### src/rtl/dma_irq_pkg.sv
package dma_irq_pkg;
    typedef enum logic [1:0] {
        CFG_STAT_EN = 2'd0,
        CFG_SIG_EN  = 2'd1,
        CFG_CLEAR   = 2'd2,
        CFG_NONE    = 2'd3
    } cfg_kind_e;
endpackage

### src/rtl/irq_evt_bank.sv
module irq_evt_bank #(
    parameter int W = 32
) (
    input  logic         clk,
    input  logic         rst_n,
    input  logic [W-1:0] evt,
    input  logic         stat_en_we,
    input  logic         sig_en_we,
    input  logic         clr_we,
    input  logic [W-1:0] wdata,
    output logic [W-1:0] status,
    output logic         pending
);
    logic [W-1:0] stat_en_q;
    logic [W-1:0] sig_en_q;
    logic [W-1:0] clr_mask;
    logic [W-1:0] status_d;

    always_comb begin
        clr_mask = clr_we ? wdata : '0;
        status_d = (status & ~clr_mask) | (evt & stat_en_q);
    end

    always_ff @(posedge clk or negedge rst_n) begin
        if (!rst_n) begin
            stat_en_q <= '0;
            sig_en_q  <= '0;
            status    <= '0;
        end else begin
            if (stat_en_we) stat_en_q <= wdata;
            if (sig_en_we)  sig_en_q  <= wdata;
            status <= status_d;
        end
    end

    assign pending = |(status & sig_en_q);


    rise_needs_en_chk: assert property (@(posedge clk) disable iff (!rst_n)
        ((status & ~$past(status) & ~$past(stat_en_q)) == '0));

    fall_needs_clr_chk: assert property (@(posedge clk) disable iff (!rst_n)
        ((~status & $past(status) & ~$past(clr_mask)) == '0));

    evt_wins_chk: assert property (@(posedge clk) disable iff (!rst_n)
        (($past(evt & stat_en_q) & ~status) == '0));
endmodule

### src/rtl/dma_irq_aggr.sv
module dma_irq_aggr
    import dma_irq_pkg::*;
#(
    parameter int NUM_CH   = 8,
    parameter int CH_W     = 32,
    parameter int CMN_W    = 21,
    parameter int DATA_W   = 32,
    parameter int CH_IDX_W = (NUM_CH > 1) ? $clog2(NUM_CH) : 1
) (
    input  logic                   clk,
    input  logic                   rst_n,
    input  logic [NUM_CH*CH_W-1:0] ch_evt,
    input  logic [CMN_W-1:0]       cmn_evt,
    input  logic                   cfg_we,
    input  logic [1:0]             cfg_kind,
    input  logic                   cfg_common,
    input  logic [CH_IDX_W-1:0]    cfg_chan,
    input  logic [DATA_W-1:0]      cfg_wdata,
    input  logic                   glb_irq_en,
    output logic [NUM_CH*CH_W-1:0] ch_status,
    output logic [CMN_W-1:0]       cmn_status,
    output logic [NUM_CH:0]        summary,
    output logic                   irq
);
    localparam int SUM_W = NUM_CH + 1;

    logic wr_stat, wr_sig, wr_clr;

    always_comb begin
        wr_stat = 1'b0;
        wr_sig  = 1'b0;
        wr_clr  = 1'b0;
        if (cfg_we) begin
            unique case (cfg_kind_e'(cfg_kind))
                CFG_STAT_EN: wr_stat = 1'b1;
                CFG_SIG_EN:  wr_sig  = 1'b1;
                CFG_CLEAR:   wr_clr  = 1'b1;
                CFG_NONE:    ;
            endcase
        end
    end

    generate
        for (genvar c = 0; c < NUM_CH; c++) begin : g_ch
            logic hit;
            assign hit = !cfg_common && (cfg_chan == CH_IDX_W'(c));
            irq_evt_bank #(.W(CH_W)) bank_i (
                .clk        (clk),
                .rst_n      (rst_n),
                .evt        (ch_evt[c*CH_W +: CH_W]),
                .stat_en_we (wr_stat && hit),
                .sig_en_we  (wr_sig && hit),
                .clr_we     (wr_clr && hit),
                .wdata      (cfg_wdata[CH_W-1:0]),
                .status     (ch_status[c*CH_W +: CH_W]),
                .pending    (summary[c])
            );
        end
    endgenerate

    irq_evt_bank #(.W(CMN_W)) cmn_bank_i (
        .clk        (clk),
        .rst_n      (rst_n),
        .evt        (cmn_evt),
        .stat_en_we (wr_stat && cfg_common),
        .sig_en_we  (wr_sig && cfg_common),
        .clr_we     (wr_clr && cfg_common),
        .wdata      (cfg_wdata[CMN_W-1:0]),
        .status     (cmn_status),
        .pending    (summary[NUM_CH])
    );

    assign irq = glb_irq_en && (summary != SUM_W'(0));


    irq_gate_chk: assert property (@(posedge clk) disable iff (!rst_n)
        (!glb_irq_en |-> !irq));

    irq_source_chk: assert property (@(posedge clk) disable iff (!rst_n)
        (irq |-> (summary != SUM_W'(0))));

    summary_zero_chk: assert property (@(posedge clk) disable iff (!rst_n)
        ((ch_status == '0 && cmn_status == '0) |-> (summary == SUM_W'(0))));
endmodule

### config.mk
export PLATFORM = sky130hd
export DESIGN_NAME = dma_irq_aggr
export DESIGN_NICKNAME = d
export VERILOG_FILES = /design/src/rtl/dma_irq_pkg.sv /design/src/rtl/irq_evt_bank.sv /design/src/rtl/dma_irq_aggr.sv
export SDC_FILE = /design/constraint.sdc
export NUM_CORES = 1
export LEC_CHECK = 0
export ABC_CLOCK_PERIOD_IN_PS = 3000
export CORE_AREA = 8 8 225 280
export CTS_CLUSTER_DIAMETER = 40
export DETAILED_ROUTE_END_ITERATION = 7
export DIE_AREA = 0 0 233 288
export PLACE_DENSITY = 0.82
export SETUP_SLACK_MARGIN = 0.2
export SLEW_MARGIN = 20
export SYNTH_ARGS = -nofsm -noshare
export SYNTH_HDL_FRONTEND = slang
export SYNTH_SLANG_ARGS = --single-unit
### constraint.sdc
create_clock -name clk -period 3 [get_ports clk]
set_input_delay 0.3 -clock clk [delete_from_list [all_inputs] [get_ports clk]]
set_output_delay 0.3 -clock clk [all_outputs]
set_load 0.02 [all_outputs]
==> results.txt <==
Status -> finished, violations left
Failing checks -> setup timing
Max_slew headroom -> 23.8%
FP Rows -> 99
Req. time, crit path -> 2700 ps
Class of the worst hold path -> primary input to async pin
Total global routing overflow -> 0
Setup Viol. Count Final -> 1
Hold Fails Final Rpt -> 0
Syn Nets -> 2668
Drt drc -> 0
Placed cell area -> 0.0402 sq mm
CP Class -> register to primary output
Setup Skew -> 14.7 ps
Via count -> 24400
Setup ws final -> -190 ps
DRT Pass-1 Iters -> 5
Initial Util -> 56.5%
Synth cell types -> 29
Met2 routed WL -> 59500 um
Total power -> 34600 uW
Leak pwr -> 0.0202 uW
Worst-Skew Late Latency -> 640 ps
Post-synth top area cell -> dfrtp_1
Post-synthesis sequential area ratio -> 63.1%
WL met1 -> 43100 um
CTS root buffer -> clkbuf_16
CP Data Arrival Time -> 2890 ps
CP endpoint kind -> primary output
Ports -> 606
All-Layer GR Usage -> 35.8%
Synth Warn # -> 0
Reg2reg start -> g_ch[5].bank_i.status[5]$_DFF_PN0_
Syn avg cell area -> 14.0 sq um
Total negative setup slack -> -190 ps
First-pass GRT wire length -> 175000 um
Clock tree buffer depth -> 3
Wirelength per Cell -> 31.6 um
Die height -> 288 um
Share of the synthesized area in the top cell type -> 63.1%
Die width -> 233 um
Critical path launch point type -> register
RSZ-0062 raised after global routing -> true
Detailed placer's ending HPWL -> 85700 um
Area of the multi-input gates -> 0.0116 sq mm
Final Max Tran Viols -> 0
Power density cells -> 791 mW/mm^2
Number of global-route vias before repair -> 25900
Cell area after synthesis -> 0.0330 sq mm
Final period utilization -> 106%
# clock sinks -> 831
CP Max Fanout -> 2
Top post-synthesis cells by area -> dfrtp_1 63%, mux2_2 16%, a22o_1 7.8%
Reg area -> 0.0208 sq mm
H-tree levels -> 3
Final critical-path required period -> 3190 ps
Post-Syn Instances -> 2349
Area delta synth->final -> 32.5%
Seq cells post-synth -> 831
DRT iter0 DRCs -> 2071
Clock buffer count from CTS -> 95
Most frequent cells in the layout -> 831 x dfrtp_1, 581 x clkdlybuf4s50_1, 468 x mux2_2
Layout cells sized above 1 -> 26.7%
Peak supply drop -> 0.698 mV
Met3 wire len -> 11100 um
Top Layer Used -> met5
Worst R2R End -> g_ch[5].bank_i.status[5]$_DFF_PN0_
Via density -> 6.35
NumNets Final -> 3317
Worst-case reg-to-reg path depth -> 3
Wirelength, routed -> 122000 um
Clock transition at path regs -> 60 ps
Register-to-register setup slack -> 1980 ps
Hold WS -> 224 ps
Final ANT Viol Nets -> 0
Area of the die -> 0.0671 sq mm
Post-route cell area -> 0.0437 sq mm
TritonCTS clock tree -> built
I/O Buffers -> 605
Final Core Density -> 74.9%
Max cap viols -> 0
Placeable Area -> 0.0583 sq mm
RePlAce Congestion -> 0.927
Fmax -> 313 MHz
Initial antenna violation count -> 24
Tightest Pin Transition -> 1140 ps
Commonest non-fill, non-tap cell in the layout -> dfrtp_1
Largest net degree at the start of global routing -> 96
Layout fillers -> 3733
routing by layer:
| layer | global-route usage [%] | vias up |
|---|---|---|
| met3 | 9.78 | 349 |
| met4 | 22.1 | 12 |
| met1 | 41.5 | 12800 |
| met2 | 58.6 | 1328 |
| met5 | 0 | - |
| li1 | - | 9935 |
layout make-up:
type | instances | share of cell area, %
antenna | 16 | 0.0917
clock buffer | 121 | 5.97
clock inverter | 52 | 1.32
inverter | 2 | 0.0172
multi-input combinational | 1336 | 26.5
sequential | 831 | 47.6
tap | 757 | 2.17
timing repair buffer | 732 | 16.3
critical path, stage by stage (launching register included):
cell	delay, ps
dfrtp_1	390
a22oi_2	270
buf_4	180
nand4_1	170
or4_4	590
nor4_4	330
a31oi_4	160
buf_6	160
per-stage QoR:
| step | worst slack, ps | cells |
|---|---|---|
| global route | -208 | 3841 |
| finish | -190 | 3847 |
| global placement | -210 | 3647 |
| detailed placement | -193 | 3647 |
| CTS | -281 | 3826 |
| floorplan | 775 | 2349 |
cell families (layout without fill, tap and decap cells):
family	after synthesis	after routing	share of synthesized area (%)
AND/OR/NAND/NOR	366	366	4.77
buffers and inverters	182	907	2.44
flip-flops	831	831	63.1
AO/OA/AOI/OAI	416	416	10.7
other	0	16	0
multiplexers	554	554	18.9
synthesized netlist by cell type:
cell and instances:
buf_4 9, a221oi_1 11, a31oi_1 1, inv_1 2, nor2_1 8, dfrtp_1 831, clkbuf_1 102, nand4_1 21
mux2_1 86, a222oi_1 1, a22oi_1 105, or4_4 3, nand2b_1 2, or4_1 5, and3b_1 1, nor4_2 4
a221oi_2 5, nand3_1 17, nand3_2 1, nand2_1 291, a22o_1 293, nor4_1 1, nor3b_2 1, buf_2 69
and2_1 1, nand3b_1 1, mux2_2 468, nor3_1 6, nor2b_1 3
state kept, by name, indices dropped and copies added, names as in the netlist:
name and cells:
g_ch.bank_i.sig_en_q 256, g_ch.bank_i.stat_en_q 256, cmn_bank_i.sig_en_q 21, g_ch.bank_i.status 256
cmn_bank_i.status 21, cmn_bank_i.stat_en_q 21
what timing repair did:
item / in CTS / in global routing
pin swaps: 14 / 15
buffers inserted: 5 / 5
gates resized for setup: 61 / 19
endpoints found under the setup margin: 9 / 9
hold buffers: 1 / 0
hold endpoints to repair: 58 / 0
how the worst max path moves through the flow:
stage / cells past startpoint / endpoint / startpoint
final: 7 / irq / g_ch[3].bank_i.sig_en_q[10]$_DFFE_PN0P_
after global routing: 7 / irq / g_ch[3].bank_i.sig_en_q[10]$_DFFE_PN0P_
after CTS: 6 / irq / g_ch[5].bank_i.status[5]$_DFF_PN0_
after detailed placement: 6 / irq / g_ch[5].bank_i.status[5]$_DFF_PN0_
after global placement: 6 / irq / g_ch[5].bank_i.status[5]$_DFF_PN0_
after floorplan: 6 / irq / g_ch[5].bank_i.status[19]$_DFF_PN0_
power breakdown:
| part | switching [uW] | internal [uW] | leakage, uW |
|---|---|---|---|
| registers | 1770 | 13200 | 0.00998 |
| clock network | 4930 | 6800 | 0.00154 |
| logic | 3870 | 3980 | 0.00866 |
| total | 10600 | 24000 | 0.0202 |
Power figures use the tool's default switching activity.
